File: src/rtl/fir16_pkg.sv
package fir16_pkg;
  typedef enum logic { ST_WAIT = 1'b0, ST_SUM = 1'b1 } fir_state_t;
endpackage

File: src/rtl/fir16_ctrl.sv
module fir16_ctrl
  import fir16_pkg::*;
(
  input  logic clk,
  input  logic rst,
  input  logic in_valid,
  output logic in_ready,
  output logic load_ev,
  output logic shift_ev
);
  fir_state_t state;

  assign in_ready = (state == ST_WAIT);
  assign load_ev  = in_valid && (state == ST_WAIT);
  assign shift_ev = (state == ST_SUM);

  always_ff @(posedge clk) begin
    if (rst) state <= ST_WAIT;
    else if (state == ST_WAIT) state <= in_valid ? ST_SUM : ST_WAIT;
    else state <= ST_WAIT;
  end

  // summing state lasts a single cycle
  a_r3_single_sum: assert property (@(posedge clk) disable iff (rst)
    shift_ev |=> !shift_ev);
  // a load always leads into the summing state
  a_r2_load_then_sum: assert property (@(posedge clk) disable iff (rst)
    load_ev |=> shift_ev);
endmodule

File: src/rtl/fir16_taps.sv
module fir16_taps #(
  parameter int W    = 16,
  parameter int NTAP = 16,
  parameter int OW   = 2*W + 4,
  parameter logic [NTAP*W-1:0] COEFS = '0
) (
  input  logic             clk,
  input  logic             rst,
  input  logic             load_ev,
  input  logic             shift_ev,
  input  logic [W-1:0]     in_sample,
  output logic [NTAP*OW-1:0] prod_flat
);
  logic [W-1:0]  rin;
  logic [W-1:0]  rs   [1:NTAP-1];
  logic [OW-1:0] prod [NTAP];

  function automatic logic [OW-1:0] sext(input logic [W-1:0] v);
    return {{(OW-W){v[W-1]}}, v};
  endfunction

  function automatic logic [OW-1:0] mul_ext(input logic [W-1:0] a,
                                            input logic [W-1:0] b);
    return sext(a) * sext(b);
  endfunction

  function automatic logic [W-1:0] coef(input int k);
    return COEFS[k*W +: W];
  endfunction

  always_ff @(posedge clk) begin
    if (rst) begin
      rin <= '0;
      for (int k = 1; k < NTAP; k++) rs[k] <= '0;
    end else if (load_ev) begin
      rin <= in_sample;
    end else if (shift_ev) begin
      rs[1] <= rin;
      for (int k = 2; k < NTAP; k++) rs[k] <= rs[k-1];
    end
  end

  generate
    for (genvar k = 0; k < NTAP; k++) begin : g_prod
      always_ff @(posedge clk) begin
        if (rst) prod[k] <= '0;
        else if (load_ev) begin
          if (k == 0) prod[k] <= mul_ext(in_sample, coef(k));
          else        prod[k] <= mul_ext(rs[k], coef(k));
        end
      end
      assign prod_flat[k*OW +: OW] = prod[k];
    end
  endgenerate

  // delay line holds when no shift occurs
  a_r6_line_holds: assert property (@(posedge clk) disable iff (rst)
    !shift_ev |=> $stable(rs[1]) && $stable(rs[NTAP-1]));
  // products change only on a load
  a_r8_prod_hold: assert property (@(posedge clk) disable iff (rst)
    !load_ev |=> $stable(prod_flat));
endmodule

File: src/rtl/fir16_csa_tree.sv
module fir16_csa_tree #(
  parameter int N  = 16,
  parameter int OW = 36
) (
  input  logic [N*OW-1:0] ops_flat,
  output logic [OW-1:0]   sum
);
  logic [OW-1:0] ops [N];
  logic [OW-1:0] nxt [N];
  int cnt;
  int ncnt;

  function automatic logic [OW-1:0] csa_s(input logic [OW-1:0] a, b, c);
    return a ^ b ^ c;
  endfunction

  function automatic logic [OW-1:0] csa_c(input logic [OW-1:0] a, b, c);
    return ((a & b) | (a & c) | (b & c)) << 1;
  endfunction

  always_comb begin
    for (int i = 0; i < N; i++) ops[i] = ops_flat[i*OW +: OW];
    cnt = N;
    for (int lv = 0; lv < N; lv++) begin
      for (int i = 0; i < N; i++) nxt[i] = '0;
      ncnt = 0;
      if (cnt > 2) begin
        for (int g = 0; g < N; g += 3) begin
          if (g + 2 < cnt) begin
            nxt[ncnt]   = csa_s(ops[g], ops[g+1], ops[g+2]);
            nxt[ncnt+1] = csa_c(ops[g], ops[g+1], ops[g+2]);
            ncnt += 2;
          end else if (g + 1 < cnt) begin
            nxt[ncnt]   = ops[g];
            nxt[ncnt+1] = ops[g+1];
            ncnt += 2;
          end else if (g < cnt) begin
            nxt[ncnt] = ops[g];
            ncnt += 1;
          end
        end
        for (int i = 0; i < N; i++) ops[i] = nxt[i];
        cnt = ncnt;
      end
    end
    sum = (cnt > 1) ? ops[0] + ops[1] : ops[0];
  end
endmodule

File: src/rtl/fir16_par.sv
module fir16_par #(
  parameter int W    = 16,
  parameter int NTAP = 16,
  parameter logic [NTAP*W-1:0] COEFS = {NTAP{16'sd1}},
  localparam int GROW = $clog2(NTAP),
  localparam int OW   = 2*W + GROW
) (
  input  logic          clk,
  input  logic          rst,
  input  logic          in_valid,
  input  logic [W-1:0]  in_sample,
  output logic          in_ready,
  output logic          out_valid,
  output logic [OW-1:0] out_data
);
  logic load_ev, shift_ev;
  logic [NTAP*OW-1:0] prod_flat;
  logic [OW-1:0] ref_sum;

  fir16_ctrl u_ctrl (
    .clk(clk), .rst(rst), .in_valid(in_valid),
    .in_ready(in_ready), .load_ev(load_ev), .shift_ev(shift_ev)
  );

  fir16_taps #(.W(W), .NTAP(NTAP), .OW(OW), .COEFS(COEFS)) u_taps (
    .clk(clk), .rst(rst), .load_ev(load_ev), .shift_ev(shift_ev),
    .in_sample(in_sample), .prod_flat(prod_flat)
  );

  fir16_csa_tree #(.N(NTAP), .OW(OW)) u_tree (
    .ops_flat(prod_flat), .sum(out_data)
  );

  assign out_valid = shift_ev;

  always_comb begin
    ref_sum = '0;
    for (int k = 0; k < NTAP; k++) ref_sum = ref_sum + prod_flat[k*OW +: OW];
  end

  // compressor tree agrees with a plain chain of additions
  a_r4_tree_matches: assert property (@(posedge clk) disable iff (rst)
    out_valid |-> out_data == ref_sum);
  // a strobe is always preceded by an accepted sample
  a_r3_strobe_follows_accept: assert property (@(posedge clk) disable iff (rst)
    out_valid |-> $past(in_valid && in_ready));
  // no acceptance during the strobe cycle
  a_r5_busy_not_ready: assert property (@(posedge clk) disable iff (rst)
    out_valid |-> !in_ready);
endmodule

File: config.mk
export PLATFORM = sky130hd
export DESIGN_NAME = fir16_par
export DESIGN_NICKNAME = d
export VERILOG_FILES = /design/src/rtl/fir16_pkg.sv /design/src/rtl/fir16_ctrl.sv /design/src/rtl/fir16_taps.sv /design/src/rtl/fir16_csa_tree.sv /design/src/rtl/fir16_par.sv
export SDC_FILE = /design/constraint.sdc
export NUM_CORES = 1
export LEC_CHECK = 0
export BUFFER_PORTS_ARGS = -buffer_cell sky130_fd_sc_hd__buf_2
export CAP_MARGIN = 20
export CORE_UTILIZATION = 56
export DETAILED_ROUTE_END_ITERATION = 8
export PLACE_DENSITY = 0.72
export RECOVER_POWER = 100
export SKIP_LAST_GASP = 1
export SLEW_MARGIN = 30
export SYNTH_ARGS = -nofsm -noshare
export SYNTH_HDL_FRONTEND = slang
export SYNTH_SLANG_ARGS = --single-unit
File: constraint.sdc
create_clock -name clk -period 9.5 [get_ports clk]
set_input_delay 0.95 -clock clk [delete_from_list [all_inputs] [get_ports clk]]
set_output_delay 0.95 -clock clk [all_outputs]
set_load 0.01 [all_outputs]
==> impl_results.md, run 1 <==
- Rel. slew slack: -4.86
- Crit-path cells: fa_1 > inv_1 > fa_1 > fa_1 > fa_1 > fa_1 > fa_1 > inv_1 > ha_1 > nand3_1 > a211oi_1 > nor3_1 > o221ai_1 > a311oi_1 > a2bb2oi_1 > clkbuf_1
- Critical Path Sink Type: primary output
- Fin Hold WS: between 0.4 and 0.5 ns
- Final clock skew: 0.0189 ns
- Min cycle time layout: 7.77 ns
- Vias in the first global route: 13000
- Final setup viols: 0
- CTS Sinks: 513
- CTS max path bufs: 3
- Required time worst endpoint: 8.55 ns
- Crit path buf inv count: 3
- First-pass GRT wire length: 68300 um
- Wire per inst: 16.8 um
- Global route total overflow: 0
- Final ANT Viol Nets: 0
- Hpwl dp: 26500 um
- WL final: 41600 um
- Number of warnings issued by yosys: 0
- Antenna violations before repair: 0
- Gr usage total: 0.189
- Final period util: 0.817
- Slew @ Worst Pin: 8.79 ns
- Share of layout cells above drive strength 1: 0.0581
- Most common cell after layout, fill and taps aside: edfxtp_1
- Ys flop type: edfxtp_1
- RSZ-0062 raised after global routing: no
- First-iteration detailed-routing DRC count: 843
- CP arrival: a little under 7 ns
- Via count: 12500
- Avg Cell Area, Syn: 14.5 um2
- CP delay by family, top: adder cells
- Via density: 5.03
- I/O Pins: 57
- DRC errors left: 0
- CP max-delay cell: a311oi_1
- Inserted Clock Buffers: 53
- Syn_nets: 2053
- Fin nets: 2114
- Clock tree root driver cell: clkbuf_16
- Clk Latency, worst-skew pair: 0.60 ns
- Routability congestion estimate: 0.845
- Max Clock Freq: 129 MHz
- TritonRoute pass-1 iters: 5
- CTS clk-pin slew, worst paths: ~0.060 ns
- CP Class: reg2out
- Setup TNS Final: 0 ns
- Most common cell on crit path: fa_1
- Post-CTS Setup Bufs: 0
- Largest net degree at the start of global routing: 241
- CTS tree: yes
- Die width: 216 um
- Type of origin of the critical path: flop
- Ant diodes: 0
- Violated checks: max-capacitance violations, max-slew violations
- Number of synthesized flops with an enable pin: just under 500
- Post-synthesis register bit count: slightly above 500
- Core ar.: 0.0453 mm2
- Post-CTS Resized: 0
- PortBufs: 56
- Most frequent cells in the layout: 496 x edfxtp_1, 294 x inv_1, 255 x and2_0
- Worst Path Max Fanout: 8
- Die area: 0.0468 mm2
- Ys async rst share: 0
- Layout filler cell count: 3428
- H-tree levels: 2
- Final number of hold-violating endpoints: 0
- Status: complete, but fails checks
- Initial Util: 0.568
- Seq/Total Area, Yosys: 0.593
- Die height: between 200 and 250 um
- Row cnt: 78
- Post-CTS Hold Buffers: 0
- MaxCap Viol Count: 6
- Cell area after synthesis: approximately 0.026 mm2
- Layout area overhead: 9.99%
- Slew Limit Fails: 768
- Cells after synthesis: roughly 1800
- HP Class: reg2reg
- Number of distinct library cells after synthesis: 42
- Critical Path Max Stage Delay: 0.86 ns
final timing paths:
kind	from	end	slack [ns]	depth (start not counted)
setup / recovery	u_taps.prod[0][224]	out_data[35]	1.73	16
hold / removal	u_taps.rin[11]	u_taps.rin[11]	0.44	1
setup reg to reg	u_ctrl.shift_ev	u_taps.rs[1][38]	1.82	4
hold reg to reg	u_taps.rin[11]	u_taps.rin[11]	0.44	1
routing by layer:
layer	track usage	share of wire
met1	0.265	0.44
met2	0.308	0.50
met3	0.0262	0.035
met4	0.0615	0.025
met5	0	0
flip-flops by register name, indices dropped and copies added, names as in the netlist:
| name | count |
|---|---|
| u_taps.prod | 256 |
| u_ctrl.shift_ev | 1 |
| u_taps.rin | 16 |
| u_taps.rs | 240 |
layout make-up:
type                       instances  area [um2]  area share
clock buffer                      70        1450      0.0514
clock inverter                    29         325      0.0115
inverter                         295        1110      0.0392
multi-input combinational        904        9110       0.322
sequential                       513       15200       0.539
tap                              600         751      0.0266
timing repair buffer              65         295      0.0104
cell families after synthesis:
| group | Yosys count | synth area share |
|---|---|---|
| DFF | 513 | 0.593 |
| muxes | 1 | 0.000389 |
| AOI/OAI and AO/OA | 79 | 0.0218 |
| and+or+nand+nor | 546 | 0.131 |
| adders and majority gates | 263 | 0.197 |
| buffers and inverters | 354 | 0.0521 |
| xor gates and xnor gates | 15 | 0.00511 |
cell usage after synthesis (all sizes together) (10+ instances only):
cell type | n | area share
edfxtp | 496 | 0.58
xnor2 | 10 | 0.0034
dfxtp | 17 | 0.013
inv | 295 | 0.043
clkbuf | 56 | 0.0082
ha | 28 | 0.014
fa | 235 | 0.18
a21oi | 20 | 0.0040
and2 | 497 | 0.12
o21ai | 12 | 0.0023
a21o | 24 | 0.0071
worst reg2reg max path, stage by stage (launching register included):
cell and delay, ns:
dfxtp_1 0.36, inv_1 0.11, nor2_4 0.10, clkbuf_1 6.00, and2_1 0.91
through the flow:
stage          instance area, um2  instances  setup slack [ns]  utilization
2_1_floorplan               25700       1771              2.65            -
3_3_place_gp                26600       2376              2.88        0.588
3_5_place_dp                26600       2376              2.79        0.588
4_1_cts                     28400       2475              2.15        0.627
5_1_grt                     28300       2476             0.977        0.624
6_report                    28300       2476              1.73        0.624
Power of run 1 is not shown: default switching activity piles up to over one toggle a cycle in this logic, so the estimate is an artifact.
==> run 2: changes to the inputs <==
==> constraint.sdc (replaced) <==
create_clock -name clk -period 7.3 [get_ports clk]
set_input_delay 0.73 -clock clk [delete_from_list [all_inputs] [get_ports clk]]
set_output_delay 0.73 -clock clk [all_outputs]
set_load 0.01 [all_outputs]
==> impl_results.md, run 2 (same netlist as run 1, synthesis figures left out) <==
- Ant diodes: 0 (unchanged)
- Wire per inst: 16.6 um (was 16.8 um)
- Gr usage total: 0.187 (was 0.189)
- MaxCap Viol Count: 8 (was 6)
- Fin nets: 2113 (was 2114)
- WL final: 41100 um (was 41600 um)
- Most flops, register: u_taps.prod (unchanged)
- Worst Path Max Fanout: 8 (unchanged)
- CTS tree: yes (unchanged)
- Final clock skew: 0.0177 ns (was 0.0189 ns)
- PortBufs: 56 (unchanged)
- Hold Path Depth: 1 (unchanged)
- Row cnt: 78 (unchanged)
- Slew @ Worst Pin: 4.69 ns (was 8.79 ns)
- Setup TNS Final: 0 ns (unchanged)
- Max FFs per register: 256 (unchanged)
- Min cycle time layout: 7.00 ns
- Most common cell on crit path: fa_1 (unchanged)
- Initial Util: 0.568 (unchanged)
- Clk Latency, worst-skew pair: 0.58 ns (was 0.60 ns)
- Setup slack after layout: 0.297 ns (was 1.73 ns)
- Most common cell after layout, fill and taps aside: edfxtp_1 (unchanged)
- CTS max path bufs: 3 (unchanged)
- Max Clock Freq: 143 MHz
- Vias in the first global route: 12900 (was 13000)
- First-iteration detailed-routing DRC count: 920 (was 843)
- Reg2reg path depth: 4 (unchanged)
- Hold Path End: u_taps.rin[10] (was u_taps.rin[11])
- Post-CTS Setup Bufs: 0 (unchanged)
- Die height: 216 um (unchanged)
- Rel. slew slack: -2.13 (was -4.86)
- Final ANT Viol Nets: 0 (unchanged)
- DRC errors left: 0 (unchanged)
- Die width: 216 um (unchanged)
- Largest net degree at the start of global routing: 258 (was 241)
- Top Registers: u_taps.prod x256, u_taps.rs x240, u_taps.rin x16 (unchanged)
- Required time worst endpoint: 6.57 ns (was 8.55 ns)
- DR WL met3: 1560 um (was 1470 um)
- Hpwl dp: 25800 um (was 26500 um)
- CP Class: reg2out (unchanged)
- R2R Path End: u_taps.rs[1][68] (was u_taps.rs[1][38])
- Crit-path cells: fa_1 > inv_1 > fa_1 > inv_1 > fa_1 > inv_1 > fa_1 > fa_1 > fa_1 > inv_1 > ha_1 > a21oi_1 > nor3_1 > nor3_2 > o221ai_2 > a311oi_4 > a2bb2oi_1 > clkbuf_2 (was fa_1 > inv_1 > fa_1 > fa_1 > fa_1 > fa_1 > fa_1 > inv_1 > ha_1 > nand3_1 > a211oi_1 > nor3_1 > o221ai_1 > a311oi_1 > a2bb2oi_1 > clkbuf_1)
- CTS Sinks: 513 (unchanged)
- Final period util: 0.959
- Critical Path Max Stage Delay: 0.56 ns (was 0.86 ns)
- Critical Path Sink Type: primary output (unchanged)
- Slew Limit Fails: 942 (was 768)
- Via count: 12300 (was 12500)
- HP Class: reg2reg (unchanged)
- CP max-delay cell: fa_1 (was a311oi_1)
- FF-to-FF setup slack: 0.86 ns (was 1.82 ns)
- Final setup viols: 0 (unchanged)
- Violated checks: max-capacitance violations, max-slew violations (unchanged)
- Final number of hold-violating endpoints: 0 (unchanged)
- CP arrival: 6.27 ns (was 6.82 ns)
- WL met2: 20200 um (was 20800 um)
- Fin Hold WS: 0.445 ns (was 0.444 ns)
- Die area: 0.0468 mm2 (unchanged)
- Routability congestion estimate: 0.807 (was 0.845)
- TritonRoute pass-1 iters: 7 (was 5)
- First-pass GRT wire length: 68200 um (was 68300 um)
- Status: complete, but fails checks (unchanged)
- Worst R2R Start: u_ctrl.shift_ev (unchanged)
- CTS clk-pin slew, worst paths: 0.06 ns (about the same)
- RSZ-0062 raised after global routing: yes (was no)
- Type of origin of the critical path: flop (unchanged)
- Min-delay src: u_taps.rin[10] (was u_taps.rin[11])
- DRT met1 WL: 18600 um (was 18300 um)
- Place WS: 0.864 ns (was 2.79 ns)
- Final cell utilization of the core: 0.628 (was 0.624)
- Layout area overhead: 10.6% (was 9.99%)
- Highest routing layer actually used: met4 (unchanged)
- Inserted Clock Buffers: 53 (unchanged)
- Antenna violations before repair: 0 (unchanged)
- Clock tree root driver cell: clkbuf_16 (unchanged)
- Global route total overflow: 0 (unchanged)
- Share of layout cells above drive strength 1: 0.0705 (was 0.0581)
- Core ar.: 0.0453 mm2 (unchanged)
- H-tree levels: 2 (unchanged)
- Via density: 4.98 (was 5.03)
- Most frequent cells in the layout: 496 x edfxtp_1, 294 x inv_1, 260 x and2_1 (was 496 x edfxtp_1, 294 x inv_1, 255 x and2_0)
- I/O Pins: 57 (unchanged)
[run 2: cell types whose count changed in the layout (fill, tap and decap cells not counted), sizes merged]
cell / delta
clkbuf: +2
bufinv: +3
clkinv: -8
inv: -3
buf: +3
[run 2: how the worst max path moves through the flow]
stage,to,cells after the start,from,slack (ns)
final,out_data[31],18,u_taps.prod[1][150],0.30
after detailed placement,out_data[26],19,u_taps.prod[1][146],0.86
after global routing,out_data[12],19,u_taps.prod[1][146],-0.05
after CTS,out_data[26],19,u_taps.prod[1][146],0.22
after global placement,out_data[12],19,u_taps.prod[1][146],0.91
after floorplan,u_taps.prod[0][0],3,in_valid,0.67
[run 2: layer usage]
layer,global-route usage,vias to the layer above
met4,0.0430,0
met1,0.266,6270
met5,0,-
li1,-,5819
met3,0.0326,55
met2,0.303,161
[run 2: critical path, delay by kind of cell (launching register included)]
kind                     cells  cell delay, ns
flip-flops                   1            0.39
buffers and inverters        5            0.39
adder cells (fa/ha/maj)      7            3.46
AND/OR/NAND/NOR              2            0.34
AO/OA/AOI/OAI                4            1.11
[run 2: metrics by stage]
step | std cells | instance area (um2)
after floorplan | 1771 | 25700
after global placement | 2375 | 26600
after detailed placement | 2375 | 26600
after CTS | 2472 | 28500
after global routing | 2473 | 28400
final | 2473 | 28400
[run 2: cell type report]
| type | instances | area (um2) |
|---|---|---|
| clock inverters | 21 | 364 |
| flip-flops and latches | 513 | 15200 |
| inverters | 295 | 1110 |
| multi-input cells | 904 | 9140 |
| repair buffers | 64 | 317 |
| well taps | 600 | 751 |
| clock buffers | 76 | 1500 |
| fillers | 3359 | 16900 |
[run 2: repair_timing]
action / CTS / global route
endpoints found under the setup margin: 0 / 12
hold buffers: 0 / 0
gates resized for setup: 0 / 1
Power of run 2 is left out for the same reason.
==> run 3: changes to the inputs <==
--- a/config.mk
+++ b/config.mk
@@ -7,6 +7,7 @@
 export LEC_CHECK = 0
 export BUFFER_PORTS_ARGS = -buffer_cell sky130_fd_sc_hd__buf_2
 export CAP_MARGIN = 20
+export CORE_ASPECT_RATIO = 0.5
 export CORE_UTILIZATION = 56
 export DETAILED_ROUTE_END_ITERATION = 8
 export PLACE_DENSITY = 0.72
==> impl_results.md, run 3 (same netlist as run 1, synthesis figures left out) <==
- Status: complete, but fails checks (unchanged)
- Violated checks: max-capacitance violations, max-slew violations (unchanged)
- PortBufs: 56 (unchanged)
- Via count: 12300 (about the same)
- TritonRoute pass-1 iters: 4 (was 7)
- WL final: 41600 um (was 41100 um)
- Inserted Clock Buffers: 46 (was 53)
- MaxCap Viol Count: 11 (was 8)
- Required time worst endpoint: 6.57 ns (about the same)
- Sequential Area: 0.0152 mm2 (unchanged)
- Gr usage total: 0.184 (was 0.187)
- Setup slack after layout: 0.273 ns (was 0.297 ns)
- Clk Latency, worst-skew pair: 0.59 ns (was 0.58 ns)
- Non-Filler Instances: 2463 (was 2473)
- Final setup viols: 0 (unchanged)
- Share of layout cells above drive strength 1: 0.0676 (was 0.0705)
- Max FFs per register: 256 (unchanged)
- Inst Count DP: 2372 (was 2375)
- Type of origin of the critical path: flop (unchanged)
- Slew @ Worst Pin: 4.13 ns (was 4.69 ns)
- Fin nets: 2109 (was 2113)
- Place WS: 0.625 ns (was 0.864 ns)
- Post-CTS Hold Buffers: 0 (unchanged)
- CP Class: reg2out (unchanged)
- Max Clock Freq: 142 MHz (was 143 MHz)
- Critical Path Sink Type: primary output (unchanged)
- Vias in the first global route: 12400 (was 12900)
- Final period util: 0.963 (was 0.959)
- Clock tree root driver cell: clkbuf_16 (unchanged)
- Final number of hold-violating endpoints: 0 (unchanged)
- Layout area overhead: 9.26% (was 10.6%)
- H-tree levels: 2 (unchanged)
- Wire per inst: 16.9 um (was 16.6 um)
- Rel. slew slack: -1.76 (was -2.13)
- Fin Hold WS: 0.443 ns (was 0.445 ns)
- Critical Path Max Stage Delay: 0.58 ns (was 0.56 ns)
- Row cnt: 55 (was 78)
- Core ar.: 0.0452 mm2 (was 0.0453 mm2)
- CTS tree: yes (unchanged)
- Most common cell after layout, fill and taps aside: edfxtp_1 (unchanged)
- CP max-delay cell: fa_1 (unchanged)
- Final clock skew: 0.0430 ns (was 0.0177 ns)
- Footprint of the multi-input gates: 0.00916 mm2 (was 0.00914 mm2)
- Layout filler cell count: 3277 (was 3359)
- Largest net degree at the start of global routing: 252 (was 258)
- Min cycle time layout: 7.03 ns (was 7.00 ns)
- Die area: 0.0468 mm2 (about the same)
- Slew Limit Fails: 1005 (was 942)
- Hpwl dp: 26200 um (was 25800 um)
- I/O Pins: 57 (unchanged)
- Design area: 0.0281 mm2 (was 0.0284 mm2)
- First-pass GRT wire length: 67100 um (was 68200 um)
- Worst Path Max Fanout: 8 (unchanged)
- Most frequent cells in the layout: 496 x edfxtp_1, 294 x inv_1, 291 x and2_1 (was 496 x edfxtp_1, 294 x inv_1, 260 x and2_1)
- Routability congestion estimate: 0.811 (was 0.807)
- CTS clk-pin slew, worst paths: 0.06 ns (about the same)
- Global route total overflow: 0 (unchanged)
- Die height: 154 um (was 216 um)
- CTS max path bufs: 3 (unchanged)
- DP Area: 0.0266 mm2 (about the same)
- Most common cell on crit path: fa_1 (unchanged)
- HP Class: reg2reg (unchanged)
- CP arrival: 6.30 ns (was 6.27 ns)
- First-iteration detailed-routing DRC count: 897 (was 920)
- Via density: 4.98 (about the same)
- DRC errors left: 0 (unchanged)
- CTS Sinks: 513 (unchanged)
- Most flops, register: u_taps.prod (unchanged)
- Crit-path cells: fa_1 > inv_1 > fa_1 > inv_1 > fa_1 > inv_1 > fa_1 > fa_1 > fa_1 > inv_1 > ha_1 > a21oi_1 > nor3_1 > nor3_2 > o221ai_2 > a311oi_4 > buf_4 > a2bb2oi_1 > buf_2 (was fa_1 > inv_1 > fa_1 > inv_1 > fa_1 > inv_1 > fa_1 > fa_1 > fa_1 > inv_1 > ha_1 > a21oi_1 > nor3_1 > nor3_2 > o221ai_2 > a311oi_4 > a2bb2oi_1 > clkbuf_2)
- Die width: 305 um (was 216 um)
- Initial Util: 0.569 (was 0.568)
- Antenna violations before repair: 0 (unchanged)
- Ant diodes: 0 (unchanged)
- Final ANT Viol Nets: 0 (unchanged)
- Top Registers: u_taps.prod x256, u_taps.rs x240, u_taps.rin x16 (unchanged)
[run 3: changes by cell type in the layout (fill, tap and decap cells not counted), moves of 7 or more]
cell       before  now
and2_0        237  206
and2_1        260  291
buf_2          24   37
bufinv_16      10    3
clkbuf_16      53   46
clkbuf_2       12    5
[run 3: worst max-delay path: cells and delay by family, from the launching register on]
kind	cells	cell delay (ns)
AO/OA/AOI/OAI	4	0.91
adder cells (fa/ha/maj)	7	3.44
buffers and inverters	6	0.55
flip-flops	1	0.40
AND/OR/NAND/NOR	2	0.43
[run 3: what timing repair did]
action	in CTS	in global routing
setup buffers	0	1
endpoints found under the hold margin	0	0
setup endpoints to repair	0	20
gates resized for setup	0	5
[run 3: layout make-up]
cell class / count / share of cell area
Sequential cell: 513 / 0.542
Multi-Input combinational cell: 904 / 0.326
Clock buffer: 68 / 0.0468
Inverter: 295 / 0.0395
Tap cell: 598 / 0.0266
Timing Repair Buffer: 67 / 0.0111
Clock inverter: 18 / 0.00753
[run 3: per-layer routing]
metal | wire length [um] | vias up | track usage | share of wire
met3 | 1940 | 61 | 0.0331 | 0.047
li1 | - | 5801 | - | -
met2 | 18100 | 190 | 0.263 | 0.43
met1 | 20900 | 6210 | 0.298 | 0.50
met5 | 0 | - | 0 | 0
met4 | 707 | 0 | 0.0406 | 0.017
[run 3: per-stage QoR]
stage | TNS, ns | util
3_5_place_dp | 0 | 0.589
2_1_floorplan | 0 | -
3_3_place_gp | 0 | 0.589
4_1_cts | 0 | 0.622
6_report | 0 | 0.621
5_1_grt | -0.00116 | 0.621
[run 3: worst paths after layout]
kind,startpoint,to,slack (ns),depth (start not counted)
setup / recovery,u_taps.prod[1][150],out_data[35],0.27,19
hold / removal,u_taps.rin[8],u_taps.rin[8],0.44,1
setup reg to reg,u_ctrl.shift_ev,u_taps.rs[1][96],0.85,3
hold reg to reg,u_taps.rin[8],u_taps.rin[8],0.44,1
Power of run 3 is left out for the same reason.
